==> src/rtl/frame_acq_pkg.sv <==
package frame_acq_pkg;

  typedef enum logic [2:0] {
    PH_IDLE   = 3'd0,
    PH_ARMED  = 3'd1,
    PH_LEAD   = 3'd2,
    PH_EVEN   = 3'd3,
    PH_MID    = 3'd4,
    PH_ODD    = 3'd5
  } acq_phase_e;

  localparam int ST_VB_BIT   = 0;
  localparam int ST_BUSY_BIT = 1;
  localparam int ST_ODD_BIT  = 2;
  localparam int ST_WIDTH    = 8;

endpackage

==> src/rtl/acq_edge_det.sv <==
module acq_edge_det #(
  parameter int W = 2
) (
  input  logic         clk,
  input  logic         rst_n,
  input  logic [W-1:0] sig_i,
  output logic [W-1:0] q_o,
  output logic [W-1:0] rise_o,
  output logic [W-1:0] fall_o
);
  logic [W-1:0] q;

  always_ff @(posedge clk) begin
    if (!rst_n) q <= '0;
    else        q <= sig_i;
  end

  for (genvar g = 0; g < W; g++) begin : g_edge
    assign rise_o[g] = sig_i[g] & ~q[g];
    assign fall_o[g] = ~sig_i[g] & q[g];
  end

  assign q_o = q;
endmodule

==> src/rtl/acq_sequencer.sv <==
module acq_sequencer
  import frame_acq_pkg::*;
(
  input  logic       clk,
  input  logic       rst_n,
  input  logic       vb_rise,
  input  logic       vb_fall,
  input  logic       req_rise,
  input  logic       vblank_i,
  input  logic       vb_q,
  output logic       busy_o,
  output logic       in_field_o,
  output logic       odd_o,
  output logic       start_even_o,
  output logic       start_odd_o
);
  acq_phase_e ph, ph_nx;

  always_comb begin
    ph_nx = ph;
    unique case (ph)
      PH_IDLE:  if (req_rise) ph_nx = vb_rise ? PH_LEAD : PH_ARMED;
      PH_ARMED: if (vb_rise)  ph_nx = PH_LEAD;
      PH_LEAD:  if (vb_fall)  ph_nx = PH_EVEN;
      PH_EVEN:  if (vb_rise)  ph_nx = PH_MID;
      PH_MID:   if (vb_fall)  ph_nx = PH_ODD;
      PH_ODD:   if (vb_rise)  ph_nx = PH_IDLE;
      default:                ph_nx = PH_IDLE;
    endcase
  end

  always_ff @(posedge clk) begin
    if (!rst_n) ph <= PH_IDLE;
    else        ph <= ph_nx;
  end

  assign busy_o       = (ph != PH_IDLE);
  assign in_field_o   = (ph == PH_EVEN) || (ph == PH_ODD);
  assign odd_o        = (ph == PH_ODD);
  assign start_even_o = (ph == PH_LEAD) && vb_fall;
  assign start_odd_o  = (ph == PH_MID) && vb_fall;

  // leaving idle only happens on a fresh request
  a_r2_arm_on_request: assert property (@(posedge clk) disable iff (!rst_n)
    $rose(busy_o) |-> $past(req_rise));

  // a field opens only when a blank has just ended
  a_r4_field_opens_at_blank_end: assert property (@(posedge clk) disable iff (!rst_n)
    $rose(in_field_o) |-> ($past(vb_q) && !$past(vblank_i)));

  // odd field closes only on a blank start
  a_r4_odd_closes_at_blank: assert property (@(posedge clk) disable iff (!rst_n)
    $fell(odd_o) |-> ($past(vblank_i) && !$past(vb_q)));
endmodule

==> src/rtl/acq_line_gen.sv <==
module acq_line_gen #(
  parameter int LINES  = 480,
  parameter int LINE_W = $clog2(LINES),
  parameter int ROW_W  = $clog2(LINES + 2)
) (
  input  logic              clk,
  input  logic              rst_n,
  input  logic              start_even,
  input  logic              start_odd,
  input  logic              in_field,
  input  logic              odd,
  input  logic              line_i,
  output logic              row_ok_o,
  output logic [LINE_W-1:0] line_o
);
  localparam logic [ROW_W-1:0] ROW_LIM = ROW_W'(LINES);
  localparam logic [ROW_W-1:0] ROW_STEP = ROW_W'(2);

  logic [ROW_W-1:0] row;

  always_ff @(posedge clk) begin
    if (!rst_n)                               row <= '0;
    else if (start_even)                      row <= '0;
    else if (start_odd)                       row <= ROW_W'(1);
    else if (in_field && line_i && row_ok_o)  row <= row + ROW_STEP;
  end

  assign row_ok_o = (row < ROW_LIM);
  assign line_o   = row[LINE_W-1:0];

  // row parity matches the field being written
  a_r5_row_parity: assert property (@(posedge clk) disable iff (!rst_n)
    in_field |-> (row[0] == odd));

  // a line strobe in a field advances by two
  a_r5_step_two: assert property (@(posedge clk) disable iff (!rst_n)
    (in_field && line_i && row_ok_o && !start_even && !start_odd)
      |=> (row == $past(row) + ROW_STEP));
endmodule

==> src/rtl/acq_status.sv <==
module acq_status
  import frame_acq_pkg::*;
(
  input  logic                clk,
  input  logic                rst_n,
  input  logic                stored_i,
  input  logic                vb_q,
  input  logic                busy,
  input  logic                odd,
  output logic                disp_stored_o,
  output logic [ST_WIDTH-1:0] status_o
);
  always_ff @(posedge clk) begin
    if (!rst_n) disp_stored_o <= 1'b0;
    else        disp_stored_o <= stored_i;
  end

  always_comb begin
    status_o              = '0;
    status_o[ST_VB_BIT]   = vb_q;
    status_o[ST_BUSY_BIT] = busy;
    status_o[ST_ODD_BIT]  = odd;
  end

  // display select tracks the control bit one cycle later
  a_r8_disp_follows: assert property (@(posedge clk) disable iff (!rst_n)
    $past(rst_n) |-> (disp_stored_o == $past(stored_i)));
endmodule

==> src/rtl/frame_acq_ctrl.sv <==
module frame_acq_ctrl
  import frame_acq_pkg::*;
#(
  parameter int LINES  = 480,
  parameter int LINE_W = $clog2(LINES)
) (
  input  logic              clk,
  input  logic              rst_n,
  input  logic              vblank_i,
  input  logic              line_i,
  input  logic              acq_i,
  input  logic              stored_i,
  output logic              cap_we_o,
  output logic [LINE_W-1:0] cap_line_o,
  output logic              disp_stored_o,
  output logic [7:0]        status_o
);
  localparam int ROW_W = $clog2(LINES + 2);

  logic [1:0] e_q, e_rise, e_fall;
  logic busy, in_field, odd, st_even, st_odd, row_ok;

  acq_edge_det #(.W(2)) u_edge (
    .clk(clk), .rst_n(rst_n), .sig_i({acq_i, vblank_i}),
    .q_o(e_q), .rise_o(e_rise), .fall_o(e_fall)
  );

  acq_sequencer u_seq (
    .clk(clk), .rst_n(rst_n),
    .vb_rise(e_rise[0]), .vb_fall(e_fall[0]), .req_rise(e_rise[1]),
    .vblank_i(vblank_i), .vb_q(e_q[0]),
    .busy_o(busy), .in_field_o(in_field), .odd_o(odd),
    .start_even_o(st_even), .start_odd_o(st_odd)
  );

  acq_line_gen #(.LINES(LINES), .LINE_W(LINE_W), .ROW_W(ROW_W)) u_line (
    .clk(clk), .rst_n(rst_n),
    .start_even(st_even), .start_odd(st_odd),
    .in_field(in_field), .odd(odd), .line_i(line_i),
    .row_ok_o(row_ok), .line_o(cap_line_o)
  );

  acq_status u_stat (
    .clk(clk), .rst_n(rst_n), .stored_i(stored_i),
    .vb_q(e_q[0]), .busy(busy), .odd(odd),
    .disp_stored_o(disp_stored_o), .status_o(status_o)
  );

  assign cap_we_o = in_field & row_ok;

  // writes only happen inside a busy capture
  a_r4_we_needs_busy: assert property (@(posedge clk) disable iff (!rst_n)
    cap_we_o |-> status_o[ST_BUSY_BIT]);

  // a request seen while busy never restarts the sequence
  a_r7_no_restart: assert property (@(posedge clk) disable iff (!rst_n)
    (status_o[ST_BUSY_BIT] && acq_i && !vblank_i) |=> status_o[ST_BUSY_BIT] || $past(vblank_i));

  // the top status bits stay clear
  a_r1_top_bits_clear: assert property (@(posedge clk) disable iff (!rst_n)
    status_o[7:3] == 5'd0);
endmodule

==> config.mk <==
export PLATFORM = sky130hd
export DESIGN_NAME = frame_acq_ctrl
export DESIGN_NICKNAME = d
export VERILOG_FILES = /design/src/rtl/frame_acq_pkg.sv /design/src/rtl/acq_edge_det.sv /design/src/rtl/acq_sequencer.sv /design/src/rtl/acq_line_gen.sv /design/src/rtl/acq_status.sv /design/src/rtl/frame_acq_ctrl.sv
export SDC_FILE = /design/constraint.sdc
export NUM_CORES = 1
export LEC_CHECK = 0
export ABC_AREA = 1
export CAP_MARGIN = 25
export CORE_UTILIZATION = 45
export CTS_CLUSTER_SIZE = 12
export DETAILED_ROUTE_END_ITERATION = 12
export DONT_BUFFER_PORTS = 1
export PLACE_DENSITY = 0.68
export SLEW_MARGIN = 40
export SYNTH_ARGS = -nofsm -noshare
export SYNTH_HDL_FRONTEND = slang
export SYNTH_SLANG_ARGS = --single-unit
==> constraint.sdc <==
create_clock -name clk -period 1.5 [get_ports clk]
set_input_delay 0.3 -clock clk [delete_from_list [all_inputs] [get_ports clk]]
set_output_delay 0.3 -clock clk [all_outputs]
set_load 0.005 [all_outputs]
==> out/qor.yml <==
cts_hold_repair.buffers: 0
gp_congestion: 0.816
route.detailed.wl_per_inst_um: 10.3
critical_path_arrival_ns: 1.10
totalNegativeSetupSlack_ns: 0
netlist_instances: 131
worstSetupPathType: "flip-flop to primary output"
setup.worst_path.start: "u_seq.ph[2]$_SDFFE_PN0P_"
post_cts_resized: 0
end_kind: "primary output"
ir_drop_mv: 0.620
tritoncts_num_sinks: 15
port-buffer-count: 0
floorplan.rows: 16
worst-r2r-setup-slack_ns: 0.20
grt_first_pass_wirelength_mm: 2.62
power_frac_clock: 0.188
maximum_number_of_pins_on_one_net_before_global_route_repair: 10
cts_buffers: 3
io_pins: 25
leading_area_contributor_after_synthesis: "sky130_fd_sc_hd__dfxtp_1"
crit_fanout: 7
drcViolationCount: 0
timing.reg2reg.worst_path_depth: 6
synthFlopType: "sky130_fd_sc_hd__dfxtp_1"
sequential_share_of_power: 0.430
antenna_cells: 0
final_layout_size_suffix_gt1_frac: 0.223
number_of_distinct_library_cells_after_synthesis: 23
holdCritPathClass: "input pin to flip-flop"
drv_cap: 0
crit_required_ns: 1.20
gr-total-overflow: 0
ys_ff_latch: 15
num_vias: 730
post-dp-hpwl_mm: 1.26
detail_route.iter0.violations: 14
synthesis.yosys.warnings: 0
min_delay_path_depth: 2
initial_utilization: 0.479
maxClockFrequency_ghz: 0.714
final-max-slew-violation-count: 0
leakagePower_nw: 0.429
cts_root_buffer: "sky130_fd_sc_hd__clkbuf_4"
worstHoldStart: "vblank_i"
fp.dieW_um: 47.5
netlist_area_um2: 930
switching_part_of_the_total_power: 0.428
synth-edff-count: 0
layout.cell_area.non_filler_um2: 940
cp-start-kind: "flip-flop"
timing.final.setup_violations: 0
synth.yosys.seq_area_share: 0.323
drt-pass1-iter-count: 4
share_of_the_clock_period_used_by_the_worst_path: 0.934
cts.clk_slew.worst_paths_ns: 0.10
outcome: "completed"
grt_antenna_before_repair: 0
die-height_um: 47.5
worst_hold_path_ep: "u_edge.q_o[0]$_SDFF_PN0_"
synth_largest_type_area_fraction: 0.323
route.final.wire_length_mm: 1.62
critical_path.reg2reg.endpoint: "u_line.line_o[5]$_SDFFE_PP0P_"
tritoncts_clock_tree: "yes"
grt_util_all_layers: 0.170
ys_async_sr_fraction: 0
fp.coreArea_mm2: 0.00194
p_int_mw: 0.729
fin_nets: 138
htreeDepth: 1
synth.most_common_cell: "sky130_fd_sc_hd__nand2_1"
fin_crit_ns: 1.40
grt_setup_unrepaired: "no"
dominant_cells_by_area_after_synthesis: "sky130_fd_sc_hd__dfxtp_1 32%, sky130_fd_sc_hd__nand2_1 16%, sky130_fd_sc_hd__buf_4 7.3%, sky130_fd_sc_hd__a21oi_2 6.6%, sky130_fd_sc_hd__inv_1 5.7%"
post-cts-setup-buffer-count: 0
final.setup_skew_ns: 0.00460
area.growth.synth_to_final_pct: 1.08
net_load_switching_power_mw: 0.546
p_comb_frac: 0.383
ant_nets: 0
vias_per_cell: 4.65
vias_in_the_first_global_route: 654
post_synth_most_frequent_cells: "40 x sky130_fd_sc_hd__nand2_1, 15 x sky130_fd_sc_hd__dfxtp_1, 14 x sky130_fd_sc_hd__inv_1, 10 x sky130_fd_sc_hd__nor2_1, 9 x sky130_fd_sc_hd__buf_4"
postSynthAreaPerCell_um2: 7.10
cts_buffer_depth: 2
worstReg2RegStart: "u_line.line_o[1]$_SDFFE_PP0P_"
fillers: 221
powerDensity_mw_per_mm2: 1360
clock_latency_reported_for_the_late_side_of_the_worst_skew_pair_ns: 0.29
die_area_mm2: 0.00225
placedInstanceArea_um2: 907
hold_violations: 0
[cell usage in the layout, fill, tap and decap left out]
cell type,instances
sky130_fd_sc_hd__nand2_1,40
sky130_fd_sc_hd__o21ai_0,4
sky130_fd_sc_hd__o211a_1,1
sky130_fd_sc_hd__nand3_4,1
sky130_fd_sc_hd__a21oi_1,3
sky130_fd_sc_hd__ha_1,1
sky130_fd_sc_hd__clkinv_2,1
sky130_fd_sc_hd__nor2_1,10
sky130_fd_sc_hd__nand3b_1,1
sky130_fd_sc_hd__a21oi_2,7
sky130_fd_sc_hd__inv_2,3
sky130_fd_sc_hd__nand2_2,1
sky130_fd_sc_hd__inv_1,14
sky130_fd_sc_hd__nand3_1,7
sky130_fd_sc_hd__nand3b_4,1
sky130_fd_sc_hd__clkbuf_4,3
sky130_fd_sc_hd__dfxtp_2,4
sky130_fd_sc_hd__clkinv_4,1
sky130_fd_sc_hd__xor2_1,3
sky130_fd_sc_hd__nor2_2,3
sky130_fd_sc_hd__nand4_1,1
sky130_fd_sc_hd__buf_4,1
sky130_fd_sc_hd__dfxtp_1,11
sky130_fd_sc_hd__conb_1,5
sky130_fd_sc_hd__nand3_2,3
[area by class of cell]
type,count,area (um2),area share
clock inverters,1,5.00,0.00533
repair buffers,1,7.51,0.00799
clock buffers,3,22.5,0.0240
well taps,27,33.8,0.0360
flip-flops and latches,15,305,0.325
multi-input cells,92,493,0.525
inverters,18,72.6,0.0772
[registers in the layout, summed over array words and instances, names as in the netlist]
name and flops:
u_seq.ph 3, u_stat.disp_stored_o 1, u_line.line_o 9, u_edge.q_o 2
[how the worst max path moves through the flow]
| stage | depth (start not counted) | end | slack (ns) |
|---|---|---|---|
| 2_1_floorplan | 8 | u_line.line_o[7]$_SDFFE_PP0P_ | 0.37 |
| 3_3_place_gp | 8 | u_line.line_o[7]$_SDFFE_PP0P_ | 0.27 |
| 3_5_place_dp | 6 | u_line.line_o[5]$_SDFFE_PP0P_ | 0.21 |
| 4_1_cts | 5 | cap_we_o | 0.002 |
| 5_1_grt | 5 | cap_we_o | 0.02 |
| 6_report | 5 | cap_we_o | 0.1 |
[cell families (layout without fill, tap and decap cells)]
logic type	after synthesis	in the layout	share of synthesized area
adder cells (fa/ha/maj)	1	1	0.0135
XOR/XNOR	3	3	0.0283
flip-flops	15	15	0.323
other	1	5	0.00403
buffers and inverters	28	23	0.163
AO/OA/AOI/OAI	15	15	0.114
AND/OR/NAND/NOR	68	68	0.354
[critical path, cell delays in order, from the launching register on]
cell and delay, ns:
sky130_fd_sc_hd__dfxtp_2 0.37, sky130_fd_sc_hd__inv_2 0.11, sky130_fd_sc_hd__nand3_2 0.10, sky130_fd_sc_hd__nand2_2 0.11, sky130_fd_sc_hd__nand2_1 0.06, sky130_fd_sc_hd__inv_1 0.06
[layer usage]
layer / wire length, um / GRT usage / up-vias
met2: 845 / 0.299 / 12
met4: 30 / 0.103 / 0
met1: 692 / 0.195 / 319
met3: 47 / 0.0226 / 4
li1: - / - / 395
met5: 0 / 0 / -
[per-stage QoR]
step | worst slack [ns] | utilization | instances | power, mW | hold slack (ns)
after global placement | 0.268 | 0.467 | 153 | 1.02 | 0.395
after floorplan | 0.369 | - | 135 | 1.03 | 0.393
after CTS | 0.00227 | 0.481 | 157 | 1.28 | 0.0913
final | 0.0995 | 0.484 | 157 | 1.27 | 0.0948
after global routing | 0.0229 | 0.484 | 157 | 1.40 | 0.0871
after detailed placement | 0.214 | 0.467 | 153 | 1.04 | 0.398
[power by group through the flow]
stage	Combinational [mW]	Sequential (mW)	Clock [mW]
global route	0.571	0.558	0.267
global placement	0.480	0.541	0
CTS	0.493	0.538	0.245
detailed placement	0.492	0.548	0
floorplan	0.522	0.508	0
finish	0.488	0.548	0.239
Power figures use the tool's default switching activity.
